## src/rtl/irqv_pkg.sv

```systemverilog
package irqv_pkg;
   // Vector address of source idx in a base-plus-stride table
   function automatic int unsigned irqv_vec_addr(int unsigned base, int unsigned stride,
                                                 int unsigned idx);
      return base + stride * idx;
   endfunction
endpackage

```

## src/rtl/irqv_regs.sv

```systemverilog
module irqv_regs #(
   parameter int NUM_SRC = 24,
   parameter int GROUP_W = 6,
   parameter int DATA_W  = 8,
   parameter int SEL_W   = 3
) (
   input  logic               clk,
   input  logic               rst_n,
   input  logic               wr_en,
   input  logic [SEL_W-1:0]   wr_sel,
   input  logic [DATA_W-1:0]  wr_data,
   output logic [NUM_SRC-1:0] en,
   output logic               ea,
   output logic [NUM_SRC-1:0] flag_wr_mask,
   output logic [NUM_SRC-1:0] flag_wr_val
);
   localparam int GROUPS = NUM_SRC / GROUP_W;
   localparam int GRP_W  = SEL_W - 1;

   logic [GRP_W-1:0] grp;
   logic             to_flags;

   assign grp      = wr_sel[GRP_W-1:0];
   assign to_flags = wr_sel[SEL_W-1];

   always_ff @(posedge clk) begin
      if (!rst_n) begin
         en <= '0;
         ea <= 1'b0;
      end else if (wr_en && !to_flags && (int'(grp) < GROUPS)) begin
         en[int'(grp)*GROUP_W +: GROUP_W] <= wr_data[GROUP_W-1:0];
         if (grp == '0) ea <= wr_data[DATA_W-1];
      end
   end

   for (genvar g = 0; g < GROUPS; g++) begin : g_flag_wr
      assign flag_wr_mask[g*GROUP_W +: GROUP_W] =
         {GROUP_W{wr_en && to_flags && (grp == GRP_W'(g))}};
      assign flag_wr_val[g*GROUP_W +: GROUP_W] = wr_data[GROUP_W-1:0];
   end

   // an enable-group write lands in exactly the addressed group
   a_r5_group_write: assert property (@(posedge clk) disable iff (!rst_n)
      (wr_en && !to_flags && grp == '0) |=> (en[GROUP_W-1:0] == $past(wr_data[GROUP_W-1:0])));
endmodule

```

## src/rtl/irqv_pending.sv

```systemverilog
module irqv_pending #(
   parameter int NUM_SRC = 24
) (
   input  logic               clk,
   input  logic               rst_n,
   input  logic [NUM_SRC-1:0] req,
   input  logic [NUM_SRC-1:0] clr,
   input  logic [NUM_SRC-1:0] wr_mask,
   input  logic [NUM_SRC-1:0] wr_val,
   output logic [NUM_SRC-1:0] flags
);
   logic [NUM_SRC-1:0] req_q;
   logic [NUM_SRC-1:0] set;

   always_ff @(posedge clk) begin
      if (!rst_n) req_q <= '0;
      else        req_q <= req;
   end

   assign set = req & ~req_q;

   for (genvar i = 0; i < NUM_SRC; i++) begin : g_flag
      always_ff @(posedge clk) begin
         if (!rst_n)          flags[i] <= 1'b0;
         else if (set[i])     flags[i] <= 1'b1;
         else if (wr_mask[i]) flags[i] <= wr_val[i];
         else if (clr[i])     flags[i] <= 1'b0;
      end
   end

   // a rising edge always leaves its flag set
   a_r11_set_wins: assert property (@(posedge clk) disable iff (!rst_n)
      1'b1 |=> ((flags & $past(set)) == $past(set)));
   // an acknowledge clear without a competing set or write drops the flag
   a_r8_flag_cleared: assert property (@(posedge clk) disable iff (!rst_n)
      1'b1 |=> ((flags & $past(clr & ~set & ~wr_mask)) == '0));
   // a held-high request line never sets a flag
   a_r2_no_level_set: assert property (@(posedge clk) disable iff (!rst_n)
      1'b1 |=> ((flags & ~$past(flags) & ~$past(set) & ~$past(wr_mask)) == '0));
endmodule

```

## src/rtl/irqv_select.sv

```systemverilog
module irqv_select #(
   parameter int NUM_SRC = 24,
   parameter int IDX_W   = 5
) (
   input  logic               clk,
   input  logic               rst_n,
   input  logic [NUM_SRC-1:0] elig,
   output logic               hit,
   output logic [IDX_W-1:0]   idx
);
   always_comb begin
      hit = 1'b0;
      idx = '0;
      for (int i = NUM_SRC - 1; i >= 0; i--) begin
         if (elig[i]) begin
            hit = 1'b1;
            idx = IDX_W'(i);
         end
      end
   end

   // the winner is eligible and nothing of lower index is
   a_r6_lowest_wins: assert property (@(posedge clk) disable iff (!rst_n)
      hit |-> (elig[idx] && ((elig & ((NUM_SRC'(1) << idx) - NUM_SRC'(1))) == '0)));
   a_r6_hit_iff_any: assert property (@(posedge clk) disable iff (!rst_n)
      hit == (|elig));
endmodule

```

## src/rtl/irq_vector_ctrl.sv

```systemverilog
module irq_vector_ctrl #(
   parameter int NUM_SRC    = 24,
   parameter int GROUP_W    = 6,
   parameter int DATA_W     = 8,
   parameter int VEC_W      = 16,
   parameter int VEC_BASE   = 3,
   parameter int VEC_STRIDE = 8,
   localparam int GROUPS    = NUM_SRC / GROUP_W,
   localparam int SEL_W     = $clog2(GROUPS) + 1,
   localparam int IDX_W     = (NUM_SRC > 1) ? $clog2(NUM_SRC) : 1
) (
   input  logic               clk,
   input  logic               rst_n,
   input  logic [NUM_SRC-1:0] irq_req,
   input  logic               wr_en,
   input  logic [SEL_W-1:0]   wr_sel,
   input  logic [DATA_W-1:0]  wr_data,
   input  logic               eoi,
   output logic               irq_valid,
   output logic [VEC_W-1:0]   irq_vector,
   output logic               irq_ack
);
   import irqv_pkg::*;

   localparam int LAST_VEC = VEC_BASE + VEC_STRIDE * (NUM_SRC - 1);

   if (GROUPS * GROUP_W != NUM_SRC) begin : g_bad_groups
      $error("NUM_SRC must be a multiple of GROUP_W");
   end
   if (GROUPS < 2) begin : g_bad_count
      $error("at least two groups are needed");
   end
   if (GROUP_W >= DATA_W) begin : g_bad_data
      $error("DATA_W must leave its top bit for the global enable");
   end
   if (LAST_VEC >= (1 << VEC_W)) begin : g_bad_vec
      $error("vector table does not fit in VEC_W bits");
   end

   logic [NUM_SRC-1:0] en, flags, flag_wr_mask, flag_wr_val, elig, clr;
   logic               ea, hit, eoi_q, accept;
   logic [IDX_W-1:0]   idx, idx_q;

   irqv_regs #(.NUM_SRC(NUM_SRC), .GROUP_W(GROUP_W), .DATA_W(DATA_W), .SEL_W(SEL_W)) u_regs (
      .clk(clk), .rst_n(rst_n), .wr_en(wr_en), .wr_sel(wr_sel), .wr_data(wr_data),
      .en(en), .ea(ea), .flag_wr_mask(flag_wr_mask), .flag_wr_val(flag_wr_val)
   );

   irqv_pending #(.NUM_SRC(NUM_SRC)) u_pending (
      .clk(clk), .rst_n(rst_n), .req(irq_req), .clr(clr),
      .wr_mask(flag_wr_mask), .wr_val(flag_wr_val), .flags(flags)
   );

   assign elig = flags & en & {NUM_SRC{ea}};

   irqv_select #(.NUM_SRC(NUM_SRC), .IDX_W(IDX_W)) u_select (
      .clk(clk), .rst_n(rst_n), .elig(elig), .hit(hit), .idx(idx)
   );

   assign accept = eoi && !eoi_q && irq_valid;
   assign clr    = accept ? (NUM_SRC'(1) << idx_q) : '0;

   always_ff @(posedge clk) begin
      if (!rst_n) begin
         eoi_q      <= 1'b0;
         irq_valid  <= 1'b0;
         irq_vector <= '0;
         idx_q      <= '0;
         irq_ack    <= 1'b0;
      end else begin
         eoi_q   <= eoi;
         irq_ack <= accept;
         if (!eoi) begin
            irq_valid  <= hit;
            idx_q      <= idx;
            irq_vector <= hit ? VEC_W'(irqv_vec_addr(VEC_BASE, VEC_STRIDE, int'(idx))) : '0;
         end
      end
   end

   // outputs frozen across an edge with eoi high
   a_r9_hold: assert property (@(posedge clk) disable iff (!rst_n)
      eoi |=> ($stable(irq_vector) && $stable(irq_valid)));
   // acknowledge is a single-cycle pulse
   a_r8_ack_pulse: assert property (@(posedge clk) disable iff (!rst_n)
      irq_ack |=> !irq_ack);
   // an offered vector lies on the base-plus-stride grid
   a_r7_vector_grid: assert property (@(posedge clk) disable iff (!rst_n)
      irq_valid |-> (int'(irq_vector) >= VEC_BASE && int'(irq_vector) <= LAST_VEC &&
                     ((int'(irq_vector) - VEC_BASE) % VEC_STRIDE) == 0));
   // nothing new is offered while the global enable is off
   a_r4_gate: assert property (@(posedge clk) disable iff (!rst_n)
      (!ea && !eoi) |=> !irq_valid);
endmodule

```

## config.mk

```make
export PLATFORM = sky130hd
export DESIGN_NAME = irq_vector_ctrl
export DESIGN_NICKNAME = d
export VERILOG_FILES = /design/src/rtl/irqv_pkg.sv /design/src/rtl/irqv_regs.sv /design/src/rtl/irqv_pending.sv /design/src/rtl/irqv_select.sv /design/src/rtl/irq_vector_ctrl.sv
export SDC_FILE = /design/constraint.sdc
export NUM_CORES = 1
export LEC_CHECK = 0
export CAP_MARGIN = 20
export CORE_ASPECT_RATIO = 0.75
export CORE_MARGIN = 2
export CORE_UTILIZATION = 60
export DETAILED_ROUTE_END_ITERATION = 8
export DONT_BUFFER_PORTS = 1
export PLACE_DENSITY = 0.76
export SLEW_MARGIN = 10
export SYNTH_ARGS = -nofsm -noshare
export SYNTH_HDL_FRONTEND = slang
export SYNTH_SLANG_ARGS = --single-unit
```

## constraint.sdc

```tcl
create_clock -name clk -period 3 [get_ports clk]
set_input_delay 0.6 -clock clk [delete_from_list [all_inputs] [get_ports clk]]
set_output_delay 0.6 -clock clk [all_outputs]
set_load 0.05 [all_outputs]
```

==> flow_summary.json <==
{
  "routed_wl_um": 10600,
  "h-tree-depth": 3,
  "wire_per_inst_um": 19.7,
  "hold_viol_final": 0,
  "dr.pass1.iters": 5,
  "setup-violations-final": 0,
  "io_buffers": 0,
  "switchingPower_w": 0.000557,
  "cts_hold_buf": 0,
  "power.internal_w": 0.00164,
  "cts_setup_buffers": 0,
  "synthArstFlopShare_pct": 0,
  "critPathLaunchType": "input port",
  "synth-seq-cells": 86,
  "ys_seq_area_share_pct": 42.5,
  "syn_to_final_growth_pct": 3.52,
  "drt_iter0_drc": 351,
  "status": "completed",
  "multi_input_area_sq_mm": 0.00216,
  "register_area_sq_mm": 0.00172,
  "dp_cells": 526,
  "track_usage_pct": 29.7,
  "clkTransAtPathRegs_ns": 0.08,
  "slew_viol_final": 0,
  "yosysUniqueCellTypes": 54,
  "gp_congestion": 0.951,
  "setup.worst_path.end_class": "register",
  "p_leak_nw": 1.54,
  "clock_latency_ns": 0.36,
  "antenna_found_initial": 0,
  "dpl.hpwl_um": 7680,
  "rsz0062_at_grt": "false",
  "place_ws_ns": 0.776,
  "start_util_pct": 63.2,
  "dieArea_sq_mm": 0.00744,
  "power_frac_seq_pct": 56.1,
  "power.density_mw_per_mm2": 522,
  "cp.arrival_ns": 2.21,
  "hold_class": "in -> reg",
  "syn_inst": 470,
  "fp-row-count": 25,
  "comb_power_share_pct": 8.8,
  "clkSinkCount": 86,
  "final_cells": 540,
  "drt-vias-per-instance": 6.59,
  "die_y_um": 75.2,
  "yosys_most_used_dff": "dfxtp_1",
  "grt_max_degree": 37,
  "numCtsBuffers": 9,
  "clkPwrFrac_pct": 35.1,
  "setup_slack_ns": 1.08,
  "drv_cap": 0,
  "die_w_um": 98.9,
  "relSlewSlack_pct": 58.5,
  "min_period_ns": 1.92,
  "cts_tree": "built",
  "path_max_fanout": 19,
  "worst_ep_required_time_ns": 3.29,
  "syn-cell-area_sq_mm": 0.00406,
  "grt-ovfl-total": 0,
  "cts-root-buf": "clkbuf_8",
  "tns_ns": 0,
  "avgSynthCellArea_sq_um": 8.63,
  "nNetsFinal": 503,
  "hp-start": "rst_n",
  "fp.coreArea_sq_mm": 0.00641,
  "io_pins": 57,
  "grt_pass1_wl_um": 16800,
  "path_class": "in -> reg",
  "worst_pin_slew_ns": 0.617,
  "num-fill-cells": 549,
  "power.share.switching_pct": 25.4,
  "layout-drive-gt1-share_pct": 5.66,
  "clock.fmax_mhz": 522,
  "antenna-diode-count": 0,
  "ir_worst_vdd_v": 0.000262,
  "ant_nets": 0,
  "r2r-start": "irq_vector[1]$_SDFFE_PN0N_",
  "yosys_warnings": 0,
  "total_power_w": 0.00219,
  "dr_total_vias": 3557,
  "grt_pass1_vias": 3337,
  "period_share_pct": 63.8,
  "worstSetupStartpoint": "wr_sel[0]",
  "post_cts_resized": 0,
  "synth_edf_count": 0,
  "cts_buffer_depth": 2,
  "fin_skew_ns": 0.00828,
  "drcViolationCount": 0
}
==> registers in the layout (all words and copies together) (netlist names) <==
register / count
u_regs.ea: 1
u_regs.en: 24
idx_q: 5
eoi_q: 1
irq_vector: 6
irq_ack: 1
u_pending.req_q: 24
u_pending.flags: 24
==> cell families (layout without fill, tap and decap cells) <==
logic type / Yosys count / count (layout) / share of synthesized area [%]
simple gates: 187 / 187 / 24.4
mux: 3 / 3 / 0.802
fa+ha+maj: 8 / 8 / 2.47
buf+inv: 40 / 21 / 4.97
other cells: 1 / 9 / 0.0925
compound gates: 145 / 145 / 24.8
flops: 86 / 86 / 42.5
==> layer usage <==
metal	global-route usage (%)	wire, um	vias up
li1	-	-	1662
met1	39.2	4670	1672
met2	47.9	4690	199
met3	6.87	1030	24
met4	12.2	248	0
met5	0	0	-
==> cells in the mapped netlist (2+ instances only) <==
library cell / count / area, sq um
ha_1: 8 / 100
nand4_1: 7 / 43.8
and2_1: 32 / 200
a211oi_1: 4 / 30.0
a22oi_1: 22 / 165
a21oi_1: 25 / 125
buf_2: 5 / 25.0
nand3b_1: 2 / 15.0
a21o_1: 6 / 45.0
and3_1: 2 / 12.5
inv_1: 4 / 15.0
clkbuf_1: 18 / 67.6
o41a_1: 2 / 22.5
a31oi_1: 19 / 119
nand3_1: 11 / 55.1
o41ai_1: 4 / 35.0
o21a_1: 2 / 15.0
nand2b_1: 29 / 181
buf_4: 12 / 90.1
o2111ai_1: 2 / 17.5
o211ai_1: 18 / 135
nor3_1: 3 / 15.0
o31ai_1: 5 / 37.5
a22o_1: 11 / 96.3
nor2b_1: 4 / 25.0
nand2_1: 58 / 218
nor2_1: 25 / 93.8
a221oi_1: 2 / 17.5
o21ai_0: 16 / 80.1
a21boi_0: 2 / 15.0
dfxtp_1: 86 / 1720
mux2_2: 2 / 22.5
==> power by group through the flow <==
stage | clock network [W] | registers (W) | logic [W]
2_1_floorplan | 0 | 0.00124 | 0.000187
3_3_place_gp | 0 | 0.00125 | 0.000185
3_5_place_dp | 0 | 0.00125 | 0.000191
4_1_cts | 0.000780 | 0.00123 | 0.000192
5_1_grt | 0.000816 | 0.00123 | 0.000215
6_report | 0.000769 | 0.00123 | 0.000194
==> placed cells by master (no fill, tap or decap), types with 3 or more instances in the layout <==
cell and instances:
and2_1 32, nor3_1 3, a21oi_1 25, nand4_1 7, a22oi_1 22, ha_1 8, a211oi_1 4, clkbuf_8 9
nand2_1 58, o31ai_1 5, o41ai_1 4, nand2b_1 29, nor2b_1 4, nor2_1 25, a21o_1 6, dfxtp_1 85
o211ai_1 18, inv_1 4, o21ai_0 16, a31oi_1 19, nand3_1 11, conb_1 9, a22o_1 11
==> area by class of cell <==
type	instances	share of cell area, %
flip-flops and latches	86	41.0
repair buffers	2	0.358
clock buffers	10	3.04
multi-input cells	352	51.5
clock inverters	4	1.19
inverters	5	0.447
well taps	81	2.41
==> worst paths after layout <==
check | cells after the start | slack (ns) | endpoint
min reg2reg | 2 | 0.48 | u_regs.en[17]$_SDFFE_PN0P_
max reg2reg | 6 | 1.12 | u_pending.flags[22]$_SDFFE_PN0P_
max | 7 | 1.08 | u_regs.en[6]$_SDFFE_PN0P_
min | 1 | 0.36 | irq_vector[5]$_SDFFE_PN0N_
==> stage by stage <==
step | utilization [%] | hold slack, ns | instance area, sq um
after global placement | 62.7 | 0.459 | 4020
after detailed placement | 62.7 | 0.464 | 4020
final | 65.5 | 0.357 | 4200
after CTS | 65.5 | 0.350 | 4200
after floorplan | - | 0.440 | 4090
after global routing | 65.5 | 0.348 | 4200
==> worst max-delay path, cell delays in order <==
cell and delay (ns):
inv_1 0.08, ha_1 0.50, nor2b_1 0.24, a21oi_1 0.06, a211oi_1 0.49, a22oi_1 0.13
nor2_1 0.11
No activity file was read; power rests on OpenSTA's default activity.
